--- src/rtl/i2c_regwr_pkg.sv ---
package i2c_regwr_pkg;

  typedef enum logic [1:0] {
    PH_IDLE = 2'd0,
    PH_ADDR = 2'd1,
    PH_PTR  = 2'd2,
    PH_DATA = 2'd3
  } phase_e;

endpackage

--- src/rtl/i2c_line_sync.sv ---
module i2c_line_sync #(
  parameter int STAGES = 2
) (
  input  logic clk,
  input  logic rst,
  input  logic scl_i,
  input  logic sda_i,
  output logic scl_s,
  output logic sda_s,
  output logic scl_rise,
  output logic scl_fall,
  output logic start_det,
  output logic stop_det
);

  logic [STAGES-1:0] scl_pipe;
  logic [STAGES-1:0] sda_pipe;
  logic              scl_prev;
  logic              sda_prev;

  generate
    if (STAGES == 1) begin : g_one
      always_ff @(posedge clk) begin
        if (rst) begin
          scl_pipe <= '1;
          sda_pipe <= '1;
        end else begin
          scl_pipe[0] <= scl_i;
          sda_pipe[0] <= sda_i;
        end
      end
    end else begin : g_many
      always_ff @(posedge clk) begin
        if (rst) begin
          scl_pipe <= '1;
          sda_pipe <= '1;
        end else begin
          scl_pipe <= {scl_pipe[STAGES-2:0], scl_i};
          sda_pipe <= {sda_pipe[STAGES-2:0], sda_i};
        end
      end
    end
  endgenerate

  always_ff @(posedge clk) begin
    if (rst) begin
      scl_prev <= 1'b1;
      sda_prev <= 1'b1;
    end else begin
      scl_prev <= scl_pipe[STAGES-1];
      sda_prev <= sda_pipe[STAGES-1];
    end
  end

  assign scl_s     = scl_pipe[STAGES-1];
  assign sda_s     = sda_pipe[STAGES-1];
  assign scl_rise  = scl_s & ~scl_prev;
  assign scl_fall  = ~scl_s & scl_prev;
  // Bus events are only meaningful while the clock line stays high.
  assign start_det = scl_s & scl_prev & sda_prev & ~sda_s;
  assign stop_det  = scl_s & scl_prev & ~sda_prev & sda_s;

endmodule

--- src/rtl/i2c_slave_fsm.sv ---
module i2c_slave_fsm
  import i2c_regwr_pkg::*;
#(
  parameter int          DATA_W     = 8,
  parameter int          PTR_W      = 6,
  parameter int          STRAP_W    = 2,
  parameter int          ADDR_W     = 7,
  parameter int          REG_LAST   = 28,
  parameter int          PTR_FREE_W = 5,
  parameter logic [ADDR_W-STRAP_W-1:0] PREFIX = 5'b00100
) (
  input  logic               clk,
  input  logic               rst,
  input  logic               scl_s,
  input  logic               sda_s,
  input  logic               scl_rise,
  input  logic               scl_fall,
  input  logic               start_det,
  input  logic               stop_det,
  input  logic [STRAP_W-1:0] strap_i,
  output logic               sda_oe_o,
  output logic               wr_en_o,
  output logic [PTR_W-1:0]   wr_addr_o,
  output logic [DATA_W-1:0]  wr_data_o
);

  localparam int          CNT_W    = $clog2(DATA_W + 1);
  localparam logic [CNT_W-1:0] BYTE_DONE = CNT_W'(DATA_W);
  localparam logic [PTR_W-1:0] LAST_PTR  = PTR_W'(REG_LAST);

  phase_e             phase_q;
  logic [CNT_W-1:0]   cnt_q;
  logic [DATA_W-1:0]  shreg_q;
  logic               ack_ph_q;
  logic [PTR_W-1:0]   ptr_q;
  logic               addr_hit;
  logic               ptr_ok;
  logic [PTR_W-1:0]   ptr_next;

  assign addr_hit = (shreg_q == {PREFIX, strap_i, 1'b0});
  assign ptr_ok   = (shreg_q[DATA_W-1:PTR_FREE_W] == '0);
  assign ptr_next = (ptr_q >= LAST_PTR) ? '0 : ptr_q + PTR_W'(1);

  always_ff @(posedge clk) begin
    if (rst) begin
      phase_q   <= PH_IDLE;
      cnt_q     <= '0;
      shreg_q   <= '0;
      ack_ph_q  <= 1'b0;
      sda_oe_o  <= 1'b0;
      ptr_q     <= '0;
      wr_en_o   <= 1'b0;
      wr_addr_o <= '0;
      wr_data_o <= '0;
    end else begin
      wr_en_o <= 1'b0;
      if (start_det) begin
        phase_q  <= PH_ADDR;
        cnt_q    <= '0;
        ack_ph_q <= 1'b0;
        sda_oe_o <= 1'b0;
      end else if (stop_det) begin
        phase_q  <= PH_IDLE;
        cnt_q    <= '0;
        ack_ph_q <= 1'b0;
        sda_oe_o <= 1'b0;
      end else if (phase_q != PH_IDLE) begin
        if (scl_rise && !ack_ph_q && cnt_q != BYTE_DONE) begin
          shreg_q <= {shreg_q[DATA_W-2:0], sda_s};
          cnt_q   <= cnt_q + CNT_W'(1);
        end else if (scl_fall) begin
          if (ack_ph_q) begin
            sda_oe_o <= 1'b0;
            ack_ph_q <= 1'b0;
            cnt_q    <= '0;
          end else if (cnt_q == BYTE_DONE) begin
            unique case (phase_q)
              PH_ADDR: begin
                if (addr_hit) begin
                  sda_oe_o <= 1'b1;
                  ack_ph_q <= 1'b1;
                  phase_q  <= PH_PTR;
                end else begin
                  phase_q <= PH_IDLE;
                end
              end
              PH_PTR: begin
                if (ptr_ok) begin
                  ptr_q    <= shreg_q[PTR_W-1:0];
                  sda_oe_o <= 1'b1;
                  ack_ph_q <= 1'b1;
                  phase_q  <= PH_DATA;
                end else begin
                  phase_q <= PH_IDLE;
                end
              end
              PH_DATA: begin
                sda_oe_o <= 1'b1;
                ack_ph_q <= 1'b1;
                if (ptr_q <= LAST_PTR) begin
                  wr_en_o   <= 1'b1;
                  wr_addr_o <= ptr_q;
                  wr_data_o <= shreg_q;
                end
                ptr_q <= ptr_next;
              end
              default: phase_q <= PH_IDLE;
            endcase
          end
        end
      end
    end
  end

  // the pull-down is only switched on while the clock line is low
  assert_oe_rise_scl_low_R11: assert property (@(posedge clk) disable iff (rst)
    $rose(sda_oe_o) |-> !scl_s);

  // a stop leaves the data line released
  assert_stop_releases_R2: assert property (@(posedge clk) disable iff (rst)
    stop_det |=> !sda_oe_o);

  // an idle slave never drives the data line
  assert_idle_silent_R4: assert property (@(posedge clk) disable iff (rst)
    (phase_q == PH_IDLE) |-> !sda_oe_o);

  // a byte stored at the last register leaves the pointer at zero
  assert_wrap_to_zero_R9: assert property (@(posedge clk) disable iff (rst)
    (wr_en_o && wr_addr_o == LAST_PTR) |-> (ptr_q == '0));

endmodule

--- src/rtl/i2c_reg_bank.sv ---
module i2c_reg_bank #(
  parameter int NREG   = 29,
  parameter int DATA_W = 8,
  parameter int PTR_W  = 6
) (
  input  logic                   clk,
  input  logic                   rst,
  input  logic                   wr_en,
  input  logic [PTR_W-1:0]       wr_addr,
  input  logic [DATA_W-1:0]      wr_data,
  output logic [NREG*DATA_W-1:0] regs_o
);

  logic [DATA_W-1:0] bank_q [NREG];

  always_ff @(posedge clk) begin
    if (rst) begin
      for (int i = 0; i < NREG; i++) bank_q[i] <= '0;
    end else if (wr_en && int'(wr_addr) < NREG) begin
      bank_q[wr_addr] <= wr_data;
    end
  end

  generate
    for (genvar g = 0; g < NREG; g++) begin : g_flat
      assign regs_o[g*DATA_W +: DATA_W] = bank_q[g];
    end
  endgenerate

  // the controller never issues a store outside the bank
  assert_store_in_map_R10: assert property (@(posedge clk) disable iff (rst)
    wr_en |-> (int'(wr_addr) < NREG));

  // a store lands in the addressed register one cycle later
  assert_store_lands_R8: assert property (@(posedge clk) disable iff (rst)
    wr_en |=> (bank_q[$past(wr_addr)] == $past(wr_data)));

endmodule

--- src/rtl/i2c_regwr_slave.sv ---
module i2c_regwr_slave #(
  parameter int DATA_W      = 8,
  parameter int PTR_W       = 6,
  parameter int STRAP_W     = 2,
  parameter int ADDR_W      = 7,
  parameter int REG_LAST    = 28,
  parameter int PTR_FREE_W  = 5,
  parameter int SYNC_STAGES = 2,
  parameter logic [ADDR_W-STRAP_W-1:0] PREFIX = 5'b00100
) (
  input  logic                                clk,
  input  logic                                rst,
  input  logic                                scl_i,
  input  logic                                sda_i,
  input  logic [STRAP_W-1:0]                  strap_i,
  output logic                                sda_oe_o,
  output logic [(REG_LAST+1)*DATA_W-1:0]      regs_o
);

  localparam int NREG = REG_LAST + 1;

  logic              scl_s, sda_s, scl_rise, scl_fall, start_det, stop_det;
  logic              wr_en;
  logic [PTR_W-1:0]  wr_addr;
  logic [DATA_W-1:0] wr_data;

  i2c_line_sync #(.STAGES(SYNC_STAGES)) u_sync (
    .clk       (clk),
    .rst       (rst),
    .scl_i     (scl_i),
    .sda_i     (sda_i),
    .scl_s     (scl_s),
    .sda_s     (sda_s),
    .scl_rise  (scl_rise),
    .scl_fall  (scl_fall),
    .start_det (start_det),
    .stop_det  (stop_det)
  );

  i2c_slave_fsm #(
    .DATA_W     (DATA_W),
    .PTR_W      (PTR_W),
    .STRAP_W    (STRAP_W),
    .ADDR_W     (ADDR_W),
    .REG_LAST   (REG_LAST),
    .PTR_FREE_W (PTR_FREE_W),
    .PREFIX     (PREFIX)
  ) u_fsm (
    .clk       (clk),
    .rst       (rst),
    .scl_s     (scl_s),
    .sda_s     (sda_s),
    .scl_rise  (scl_rise),
    .scl_fall  (scl_fall),
    .start_det (start_det),
    .stop_det  (stop_det),
    .strap_i   (strap_i),
    .sda_oe_o  (sda_oe_o),
    .wr_en_o   (wr_en),
    .wr_addr_o (wr_addr),
    .wr_data_o (wr_data)
  );

  i2c_reg_bank #(
    .NREG   (NREG),
    .DATA_W (DATA_W),
    .PTR_W  (PTR_W)
  ) u_bank (
    .clk     (clk),
    .rst     (rst),
    .wr_en   (wr_en),
    .wr_addr (wr_addr),
    .wr_data (wr_data),
    .regs_o  (regs_o)
  );

endmodule

--- config.mk ---
export PLATFORM = sky130hd
export DESIGN_NAME = i2c_regwr_slave
export DESIGN_NICKNAME = d
export VERILOG_FILES = /design/src/rtl/i2c_regwr_pkg.sv /design/src/rtl/i2c_line_sync.sv /design/src/rtl/i2c_slave_fsm.sv /design/src/rtl/i2c_reg_bank.sv /design/src/rtl/i2c_regwr_slave.sv
export SDC_FILE = /design/constraint.sdc
export NUM_CORES = 1
export LEC_CHECK = 0
export BUFFER_PORTS_ARGS = -buffer_cell sky130_fd_sc_hd__buf_4
export CORE_UTILIZATION = 58
export CTS_CLUSTER_SIZE = 24
export DETAILED_ROUTE_END_ITERATION = 10
export PLACE_DENSITY = 0.86
export SETUP_SLACK_MARGIN = 0.15
export SYNTH_ARGS = -nofsm -noshare
export SYNTH_HDL_FRONTEND = slang
export SYNTH_SLANG_ARGS = --single-unit
export TNS_END_PERCENT = 30
--- constraint.sdc ---
create_clock -name clk -period 6.6 [get_ports clk]
set_input_delay 0.99 -clock clk [delete_from_list [all_inputs] [get_ports clk]]
set_output_delay 0.99 -clock clk [all_outputs]
set_load 0.01 [all_outputs]
# Word level (Yosys, flattened, before mapping)
# Memory sizes are Yosys's and may differ from the RTL's.
# Cells that the tools add are included.
# word_totals
ramBits,232
wordCells,111
n_memories,1
output_inout_bits,233
reg_bits,43
# op_classes
n_mux,35
n_eq_ne,12
n_lt_le_gt_ge,3
n_bitwise,19
reduce_logical,25
n_addsub,2
# memory_table
memory,depth,word_bits,rd,rd_ports_with_merged_regs,write_ports,line_no,source
u_bank.bank_q,29,8,29,0,29,i2c_reg_bank.sv:14,logic [DATA_W-1:0] bank_q [NREG];
# ops
operator,n
$mux 1,22
$reduce_and 9->1,2
$mux 4,3
$mux 6,2
$not 1->1,12
$pmux 6 s2,1
$reduce_and 6->1,2
$reduce_bool 2->1,5
$ne 3x3->1 const B,3
$reduce_bool 3->1,3
$reduce_or 9->1,1
$eq 8x6->1,1
$mux 8,1
$reduce_or 8->1,1
$and 1x1->1,7
$reduce_and 7->1,1
$add 6x1->6 const B,1
$ge 6x5->1 const B,1
$le 6x5->1 const B,1
$lt 6x5->1 const B,1
$ne 3x1->1 const B,2
$pmux 1 s3,2
$pmux 2 s3,1
$reduce_and 3->1,2
14 further kinds,18

# Longest topological paths before layout
# Gate-level depths: netlist of run 1.
# depth
ltp_word,10
depth_mapped,7
mapped_depth_nobuf,6

# Hierarchy
# A second synthesis of run 1 with hierarchy kept.
# unflattened
cells_unflattened,820
area_unflattened_um2,11034.3
# modules_own_cells
module,cells_per_inst,seq_area_each_um2,area_each_um2,n_inst
i2c_reg_bank,613,6966.7,9058.7,1
i2c_slave_fsm,191,740.7,1785.5,1
i2c_line_sync,16,120.1,190.2,1

# Worst setup path after synthesis of run 1
# Ideal clock, no wire load.
# synth_timing
path_type,input -> register
startpoint,in rst
endpoint,"mem u_bank.bank_q[25][0], enable pin"
t_arrival_ps,2434
path_slack_ps,3782
path_buffers,2
cell_stages,5
cell_sequence,clkbuf_1 nor3b_2 nand4b_1 buf_2 o21ai_0
# synth_rtl
element,line_no,source
start: declaration,i2c_regwr_slave.sv:12,"input logic rst,"
end: declaration,i2c_reg_bank.sv:14,

==> results by group, run 1 <==
Run status
  – Outcome: completed

Synthesis
  – Primary FF master, synth: edfxtp_1
  – Mux cell area share after synthesis: 1.37%
  – Synth warn: 0
  – Post-synthesis cell type with the largest combined area: edfxtp_1
  – XOR/XNOR Fraction of Synth Area: 0.320%
  – Synth cell types: 56
  – Syn Inst Count: 790
  – Syn_nets: 804
  – Seq/Total Area, Yosys: 71.5%
  – Post-Synthesis Cell Area: 11000 µm²
  – Synth Register Bits: 275
  – Syn avg cell area: 13.9 µm²
  – Main combinational cell family by area after synthesis: simple AND/OR/NAND/NOR gates
  – FFs w/ async S/R, synth: 0%
  – Number of synthesized flops with an enable pin: 232
  – Synth Area in Simple Gates: 19.8%
  – Compound-Gate Fraction of Synth Area: 4.06%
  – Share of the synthesized area in the top cell type: 63.6%
  – Area contributors post-synth: edfxtp_1 64%, and2_1 13%, dfxtp_1 7.9%
  – Adder-cell area share of the yosys netlist: 0.914%

Pwr
  – Power, Total: 3.65 mW
  – Switching Fraction: 20.6%
  – Clk network pwr share: 42.4%
  – VDD IR max: 0.188 mV
  – P_leak: 5.66 nW
  – Pint: 2.90 mW
  – Power Dens Cells: 264 nW/µm²
  – Comb power frac: 4.2%
  – Register share of total power: 53.4%
  – P_sw: 0.753 mW

Clock network
  – # Post-CTS Setup Buffers: 0
  – Resized Gates After CTS: 0
  – CTS Buf Count: 28
  – Worst skew pair latency: 0.53 ns
  – Longest Clk Path Bufs: 3
  – Clock transition at path regs: 0.06 ns
  – CTS tree: yes
  – Hold-fix buffers, CTS: 0
  – CTS H-tree depth: 1
  – Root Buffer: clkbuf_16
  – Clock sink count: 275

Timing
  – Clock Skews: 0.0130 ns
  – Setup ws final: 3.16 ns
  – Period utilization: 52.1%
  – Slew Viols, Final: 0
  – Slew headroom: 19.1%
  – Pin slew with the least headroom to its limit: 1.20 ns
  – Final min period: 3.44 ns
  – Post-Route Setup TNS: 0 ns
  – Final hold violations: 0
  – RSZ-0062 raised after global routing: false
  – Setup-failing EPs final: 0
  – Fmax achieved: 291 MHz

Floorplan
  – Total core area: 18200 µm²
  – Ports: 239
  – Initial Utilization: 60.1%
  – Number of cell rows: 49
  – Die area: 19400 µm²
  – Die height: 139 µm
  – Die Wd: 139 µm

Layout
  – Post-Route Utilization: 75.9%
  – Diode count: 0
  – Multi-input gate area: 2900 µm²
  – Area Growth Syn to Fin: 26.2%
  – Post-layout net count: 1036
  – Layout cell share with drive strength beyond 1: 30.7%
  – Finished Cell Area: 13800 µm²
  – Filler Cells Inserted: 1058
  – Register Area: 7830 µm²

Critical path
  – Worst r2r src: u_fsm.wr_addr_o[3]
  – Crit-path max FO: 34
  – CP Class: input pin to flop
  – CP required: 6.74 ns
  – Critical path arrival: 3.58 ns
  – Critical Path End Type: flop
  – Launch point of the critical path: rst
  – CP Launch Type: input pin

Global route
  – Global-route wire length before repair: 40000 µm
  – Largest net degree at the start of global routing: 35
  – Vias in the first global route: 6890
  – Initial antenna violation count: 0
  – Global-route usage over all layers: 27.4%
  – Gr ovfl total: 0

Route
  – 1st-iter DRT viols: 598
  – Final Routed Wirelength: 27000 µm
  – Via Count: 7193
  – DR WL/cell: 21.2 µm
  – DRT antenna net count: 0
  – Pre-antenna DRT Iters: 5
  – Post-route DRC: 0
  – DR vias/cell: 5.65

Placed design
  – I/O Buffers: 238
  – Pre-CTS setup slack: 2.74 ns
  – Post-DP HPWL: 17900 µm
  – Placed inst area: 12900 µm²
  – GPL Wtd Cong: 0.868

Hold path
  – Hold Path Class: flop to flop
  – Hold path startpoint: u_sync.scl_pipe[0]

Run
  – Max-cap violations: 0
power by group through the flow:
stage / clock (mW) / sequential, mW / combinational, mW
after global placement: 0 / 1.99 / 0.147
after CTS: 1.56 / 1.95 / 0.153
final: 1.55 / 1.95 / 0.152
after floorplan: 0 / 2.01 / 0.0335
after detailed placement: 0 / 1.99 / 0.152
after global routing: 1.62 / 1.95 / 0.159
worst max-delay path, stage by stage:
cell and delay [ns]:
buf_4 0.22, nor3b_2 0.33, nand4b_1 0.78, o21ai_0 1.24
synthesized netlist by cell type, types with 2 or more instances:
library cell and instances:
nor2b_1 2, nand4b_1 2, a22oi_1 2, clkbuf_1 37, edfxtp_1 232, nand2_1 21, xor2_1 3, a211oi_1 3
nand3b_1 5, and2_1 233, or2_2 6, a221oi_1 3, mux2i_1 15, nor3_1 4, nand4_1 3, nand2b_1 4
dfxtp_1 43, nor2_2 9, inv_1 11, nor2_1 42, ha_1 8, a21oi_1 15, nand3_1 12, o21ai_0 36
and3_1 3, buf_2 5, or3b_2 2
cell type report:
type | instances | area share [%]
flip-flops and latches | 275 | 56.6
multi-input cells | 459 | 21.0
repair buffers | 247 | 13.4
clock buffers | 33 | 5.50
well taps | 229 | 2.07
clock inverters | 18 | 1.10
inverters | 11 | 0.299
path summary, 6_finish.rpt:
path,end,slack (ns),cells past startpoint
setup / recovery,u_bank.bank_q[6][0],3.16,4
hold / removal,u_sync.scl_pipe[1],0.42,1
setup reg to reg,u_bank.bank_q[6][0],3.54,3
hold reg to reg,u_sync.scl_pipe[1],0.42,1
metal layers:
layer	GRT usage, %	up-vias	share of wire (%)
li1	-	3244	-
met1	33.7	3469	37
met2	48.1	401	52
met3	3.65	79	7.5
met4	12.6	0	4.2
met5	0	-	0
through the flow:
| step | cells | hold WS [ns] |
|---|---|---|
| 5_1_grt | 1272 | 0.426 |
| 2_1_floorplan | 790 | 0.389 |
| 3_5_place_dp | 1221 | 0.405 |
| 4_1_cts | 1272 | 0.423 |
| 6_report | 1272 | 0.419 |
| 3_3_place_gp | 1221 | 0.395 |
sequential cells by signal, indices dropped and copies added (netlist names):
name and count:
u_sync.sda_pipe 2, u_sync.scl_prev 1, u_sync.sda_prev 1, u_fsm.wr_en_o 1, u_fsm.shreg_q 8, u_fsm.wr_addr_o 6
u_bank.bank_q 232, u_fsm.sda_oe_o 1, u_fsm.phase_q 2, u_sync.scl_pipe 2, u_fsm.ack_ph_q 1, u_fsm.cnt_q 4
u_fsm.wr_data_o 8, u_fsm.ptr_q 6
placed cells by master (no fill, tap or decap), types with 5 or more instances in the layout:
| master | n |
|---|---|
| buf_4 | 247 |
| and2_1 | 233 |
| edfxtp_1 | 232 |
| dfxtp_1 | 43 |
| nor2_1 | 42 |
| o21ai_0 | 36 |
| clkbuf_16 | 29 |
| nand2_1 | 21 |
| a21oi_1 | 15 |
| mux2i_1 | 15 |
| nand3_1 | 12 |
| inv_1 | 11 |
| nor2_2 | 9 |
| ha_1 | 8 |
| clkinv_2 | 8 |
| or2_2 | 6 |
| nand3b_1 | 5 |
kinds of logic (layout without fill, tap and decap cells):
| group | count (synthesis) | after routing |
|---|---|---|
| multiplexers | 15 | 15 |
| AND/OR/NAND/NOR | 361 | 361 |
| AO/OA/AOI/OAI | 71 | 71 |
| XOR/XNOR | 4 | 4 |
| buffers and inverters | 56 | 309 |
| flip-flops | 275 | 275 |
| adder cells (fa/ha/maj) | 8 | 8 |
(Power assumes the default switching activity.)
==> run 2: changes to the inputs <==
Settings changed: CORE_UTILIZATION 58 to 49, PLACE_DENSITY 0.86 to 0.78.
Clock period 6.6 ns to 3.1 ns, I/O delays scaled along.
==> results by group, run 2 (same netlist as run 1, synthesis figures left out) <==
Critical path
  – R2R cell count: 4
  – RR Endpoint: u_bank.bank_q[5][5]
  – CP required: 3.33 ns
  – Crit-path max FO: 14
  – CP Launch Type: flop
  – CP Class: flop to flop
  – Reg-to-reg slack, setup: 0.86 ns
  – Critical Path End Type: flop
  – Worst r2r src: u_fsm.wr_addr_o[3]
  – Critical path arrival: 2.46 ns

Clock network
  – Longest Clk Path Bufs: 3
  – Worst skew pair latency: 0.52 ns
  – Clock sink count: 275
  – CTS H-tree depth: 1
  – CTS tree: yes
  – Resized Gates After CTS: 0
  – # Post-CTS Setup Buffers: 0
  – Root Buffer: clkbuf_16
  – CTS Buf Count: 27
  – Clock transition at path regs: 0.06 ns
  – Hold-fix buffers, CTS: 0

Layout
  – Post-layout net count: 1067
  – Area Growth Syn to Fin: 28.9%
  – Most flop-heavy register: u_bank.bank_q
  – Most frequent cells in the layout: 279 x buf_4, 233 x and2_1, 232 x edfxtp_1, 43 x dfxtp_1, 42 x nor2_1
  – Layout cell share with drive strength beyond 1: 32.1%
  – Largest regs: u_bank.bank_q (232), u_fsm.shreg_q (8), u_fsm.wr_data_o (8)
  – Largest register FFs: 232
  – Most common cell after layout, fill and taps aside: buf_4
  – Finished Cell Area: 14100 µm²
  – Diode count: 0

Timing
  – Setup-failing EPs final: 0
  – Setup ws final: 0.865 ns
  – Clock Skews: 0.0125 ns
  – Final hold violations: 0
  – Slew Viols, Final: 0
  – Post-Route Setup TNS: 0 ns
  – WHS: 0.141 ns
  – Fmax achieved: 447 MHz
  – Slew headroom: 34.5%
  – Period utilization: 72.1%
  – RSZ-0062 raised after global routing: false
  – Pin slew with the least headroom to its limit: 0.981 ns
  – Final min period: 2.24 ns

Placed design
  – I/O Buffers: 238
  – Post-DP HPWL: 18400 µm
  – Placed inst area: 13200 µm²
  – Pre-CTS setup slack: 0.510 ns
  – GPL Wtd Cong: 0.824

Floorplan
  – Initial Utilization: 50.0%
  – Total core area: 21900 µm²
  – Die area: 22900 µm²
  – Die height: 151 µm
  – Die Wd: 151 µm
  – Ports: 239
  – Number of cell rows: 54

Route
  – 1st-iter DRT viols: 520
  – Final Routed Wirelength: 26900 µm
  – Pre-antenna DRT Iters: 6
  – DRT antenna net count: 0
  – DR WL/cell: 19.9 µm
  – Post-route DRC: 0
  – DR vias/cell: 5.22
  – Via Count: 7059

Pwr
  – VDD IR max: 0.381 mV
  – Power, Total: 7.85 mW
  – Power Dens Cells: 556 nW/µm²
  – P_leak: 5.80 nW

Global route
  – Gr ovfl total: 0
  – Global-route usage over all layers: 23.1%
  – Vias in the first global route: 6770
  – Largest net degree at the start of global routing: 35
  – Global-route wire length before repair: 39400 µm
  – Initial antenna violation count: 0

Hold path
  – Hold depth: 2
  – Hold path startpoint: sda_i
  – Worst hold endpoint: u_sync.sda_pipe[0]
  – Hold Path Class: input pin to flop

Run status
  – Outcome: completed

Run
  – Max-cap violations: 0
[run 2: final cells by class]
type                            instances  area [µm²]
Sequential cell                       275        7830
Fill cell                            1645        7770
Multi-Input combinational cell        459        2900
Timing Repair Buffer                  279        2090
Clock buffer                           33         698
Tap cell                              280         350
Clock inverter                         16         205
Inverter                               11        41.3
[run 2: worst max path at each step]
stage	start	to	slack (ns)	cells past startpoint
after CTS	u_fsm.wr_addr_o[3]	u_bank.bank_q[5][5]	0.87	4
after detailed placement	rst	u_bank.bank_q[5][7]	0.51	5
final	u_fsm.wr_addr_o[3]	u_bank.bank_q[5][5]	0.86	4
after floorplan	rst	u_bank.bank_q[25][0]	0.81	5
after global routing	u_fsm.wr_addr_o[3]	u_bank.bank_q[21][1]	0.60	4
after global placement	rst	u_bank.bank_q[5][1]	0.55	5
[run 2: per-layer routing]
layer  GRT usage, %  part of all wire, %  vias up
met5              0                    0        -
met4           7.67                  3.0        0
met3           2.93                  6.3       55
met2           41.1                   51      268
met1           29.3                   39     3452
li1               -                    -     3284
[run 2: worst max-delay path: stages (launching register included)]
cell and delay, ns:
dfxtp_1 0.38, nand3_1 0.25, nand4b_1 0.66, o21ai_0 0.41, buf_4 0.23
[run 2: power by group]
part / internal (mW) / leakage [nW] / switching, mW
Sequential: 4.10 / 2.74 / 0.0439
Combinational: 0.164 / 2.62 / 0.190
Clock: 2.01 / 0.439 / 1.33
[run 2: stage by stage]
step	instances	util [%]
floorplan	790	-
global placement	1304	60.4
detailed placement	1304	60.4
CTS	1353	64.5
global route	1353	64.5
finish	1353	64.5
==> run 3: changes to the inputs <==
Settings changed: ABC_AREA from default to 1, CORE_UTILIZATION 49 to 54, PLACE_DENSITY 0.78 to 0.82.
Clock period 3.1 ns to 2.2 ns, I/O delays scaled along.
==> results by group, run 3 <==
Hold path
  – Hold path startpoint: rst
  – Hold Path Class: input pin to flop
  – Worst hold endpoint: u_fsm.wr_en_o
  – Hold depth: 3

Layout
  – Most flop-heavy register: u_bank.bank_q
  – Post-layout net count: 1126
  – Largest regs: u_bank.bank_q (232), u_fsm.shreg_q (8), u_fsm.wr_data_o (8)
  – Area Growth Syn to Fin: 29.9%
  – Diode count: 0
  – Multi-input gate area: 2390 µm²
  – Filler Cells Inserted: 1253
  – Largest register FFs: 232
  – Register Area: 7830 µm²
  – Layout cell share with drive strength beyond 1: 34.0%
  – Most frequent cells in the layout: 271 x buf_4, 267 x nor2_1, 232 x edfxtp_1, 67 x nand2_1, 44 x inv_1
  – Most common cell after layout, fill and taps aside: buf_4

Synthesis
  – Post-synth top cells: 270 x nor2_1, 232 x edfxtp_1, 76 x nand2_1, 45 x inv_1, 43 x dfxtp_1
  – Number of synthesized flops with an enable pin: 232
  – Post-synthesis cell type with the largest combined area: edfxtp_1
  – Syn avg cell area: 12.4 µm²
  – Synth cell types: 28
  – Post-Synthesis Cell Area: 10500 µm²
  – Primary FF master, synth: edfxtp_1
  – FFs w/ async S/R, synth: 0%
  – Share of the synthesized area in the top cell type: 66.3%
  – Most common cell in the netlist: nor2_1
  – Synth Register Bits: 275
  – Seq/Total Area, Yosys: 74.5%
  – Syn Inst Count: 845
  – Area contributors post-synth: edfxtp_1 66%, nor2_1 9.6%, dfxtp_1 8.2%
  – Synth warn: 0
  – Syn_nets: 859

Placed design
  – Post-DP HPWL: 17000 µm
  – GPL Wtd Cong: 0.886
  – I/O Buffers: 238

Route
  – Via Count: 7358
  – DRT antenna net count: 0
  – DR WL/cell: 18.5 µm
  – 1st-iter DRT viols: 411
  – DR vias/cell: 5.29
  – Pre-antenna DRT Iters: 5
  – Final Routed Wirelength: 25800 µm
  – Post-route DRC: 0

Critical path
  – Largest delay share family, worst path: simple AND/OR/NAND/NOR gates
  – WP buf/inv: 2
  – CP Class: flop to flop
  – Worst r2r src: u_fsm.wr_addr_o[2]
  – Critical Path End Type: flop
  – Crit path largest cell delay: 0.45 ns
  – RR Endpoint: u_bank.bank_q[19][0]
  – CP required: 2.40 ns
  – Critical path cell sequence: inv_1, nor3_4, nor4_4, buf_4, nand2_4, nand2_1
  – Critical path arrival: 2.18 ns
  – Reg-to-reg slack, setup: 0.22 ns
  – CP Launch Type: flop
  – R2R cell count: 6
  – Crit-path max FO: 9
  – Slowest CP cell: dfxtp_1

Floorplan
  – Die Wd: 141 µm
  – Initial Utilization: 55.6%
  – Number of cell rows: 50
  – Total core area: 18900 µm²
  – Die area: 20000 µm²
  – Ports: 239
  – Die height: 141 µm

Global route
  – Global-route wire length before repair: 38800 µm
  – Largest net degree at the start of global routing: 58
  – Vias in the first global route: 7001
  – Initial antenna violation count: 0
  – Gr ovfl total: 0
  – Global-route usage over all layers: 25.8%

Timing
  – Setup-failing EPs final: 0
  – Post-Route Setup TNS: 0 ns
  – Clock Skews: 0.0234 ns
  – WHS: 0.196 ns
  – Fmax achieved: 504 MHz
  – Slew headroom: 52.2%
  – Final min period: 1.98 ns
  – Pin slew with the least headroom to its limit: 0.717 ns
  – Slew Viols, Final: 0
  – Final hold violations: 0
  – RSZ-0062 raised after global routing: true
  – Period utilization: 90.1%

Pwr
  – Pint: 8.56 mW
  – Power Dens Cells: 803 nW/µm²
  – Comb power frac: 5.8%
  – Clk network pwr share: 40.0%
  – Register share of total power: 54.2%
  – Switching Fraction: 21.9%
  – VDD IR max: 0.540 mV
  – P_sw: 2.40 mW
  – P_leak: 5.40 nW

Clock network
  – Worst skew pair latency: 0.55 ns
  – CTS Buf Count: 27
  – Clock sink count: 275
  – CTS tree: yes
  – Root Buffer: clkbuf_16
  – Clock transition at path regs: 0.06 ns
  – CTS H-tree depth: 1
  – Longest Clk Path Bufs: 3

Run status
  – Outcome: completed

Run
  – Max-cap violations: 0
run 3: cell types whose count changed in the layout (fill, tap and decap cells not counted), sizes merged, moves of 7 or more:
cell   change
nor2     +235
and2     -233
nand2     +77
inv       +36
mux2i     -15
nor3      +12
buf        -7
o21ai      -7
run 3: repair_timing:
| item | 4_1_cts | 5_1_grt |
|---|---|---|
| setup endpoints to repair | 0 | 153 |
| endpoints found under the hold margin | 2 | 0 |
| buffers inserted | 0 | 1 |
| hold buffers | 2 | 0 |
| gates resized for setup | 0 | 12 |
run 3: how the worst max path moves through the flow:
| stage | startpoint | end | slack [ns] | cells past startpoint |
|---|---|---|---|---|
| 2_1_floorplan | rst | u_bank.bank_q[13][0] | 0.08 | 6 |
| 5_1_grt | u_fsm.cnt_q[0] | u_fsm.cnt_q[3] | 0.1 | 10 |
| 3_3_place_gp | rst | u_bank.bank_q[13][0] | 0.29 | 7 |
| 4_1_cts | u_fsm.wr_addr_o[2] | u_bank.bank_q[13][0] | 0.20 | 6 |
| 6_report | u_fsm.wr_addr_o[2] | u_bank.bank_q[19][0] | 0.22 | 6 |
| 3_5_place_dp | u_fsm.wr_addr_o[2] | u_bank.bank_q[15][0] | 0.23 | 6 |
run 3: power by group through the flow:
stage	combinational (mW)	sequential (mW)	clock, mW
floorplan	0.112	6.15	0
global placement	0.612	6.05	0
detailed placement	0.626	6.05	0
CTS	0.631	5.94	4.43
global route	0.667	5.96	4.64
finish	0.631	5.94	4.38
run 3: worst register-to-register path, cell delays in order, from the launching register on:
cell and delay [ns]:
dfxtp_1 0.45, inv_1 0.18, nor3_4 0.40, nor4_4 0.07
buf_4 0.20, nand2_4 0.12, nand2_1 0.22
run 3: cell type report:
| cell class | count | share of cell area (%) |
|---|---|---|
| Clock inverter | 18 | 1.16 |
| Sequential cell | 275 | 57.4 |
| Inverter | 47 | 1.33 |
| Clock buffer | 31 | 5.06 |
| Timing Repair Buffer | 274 | 15.1 |
| Tap cell | 260 | 2.38 |
| Multi-Input combinational cell | 487 | 17.5 |
run 3: kinds of logic after synthesis:
group,after synthesis,synth area share [%]
and+or+nand+nor,424,18.6
xor gates and xnor gates,4,0.334
DFF,275,74.5
buffers and inverters,83,3.10
AOI/OAI and AO/OA,51,2.48
adders and majority gates,8,0.953
run 3: routing by layer:
layer  up-vias  global-route usage (%)  part of all wire, %
met1      3541                    31.7                   37
met4         0                    9.56                  3.5
met5         -                       0                    0
met2       392                    45.3                   51
li1       3358                       -                    -
met3        67                    5.10                  8.6
run 3: metrics by stage:
stage | cells | instance area, µm² | util [%] | setup WS [ns] | power, mW
after detailed placement | 1340 | 12700 | 67.4 | 0.230 | 6.68
after CTS | 1391 | 13600 | 72.0 | 0.197 | 11.0
after floorplan | 845 | 10500 | - | 0.0759 | 6.26
final | 1392 | 13600 | 72.2 | 0.217 | 11.0
after global placement | 1340 | 12700 | 67.4 | 0.294 | 6.67
after global routing | 1392 | 13600 | 72.2 | 0.0981 | 11.3
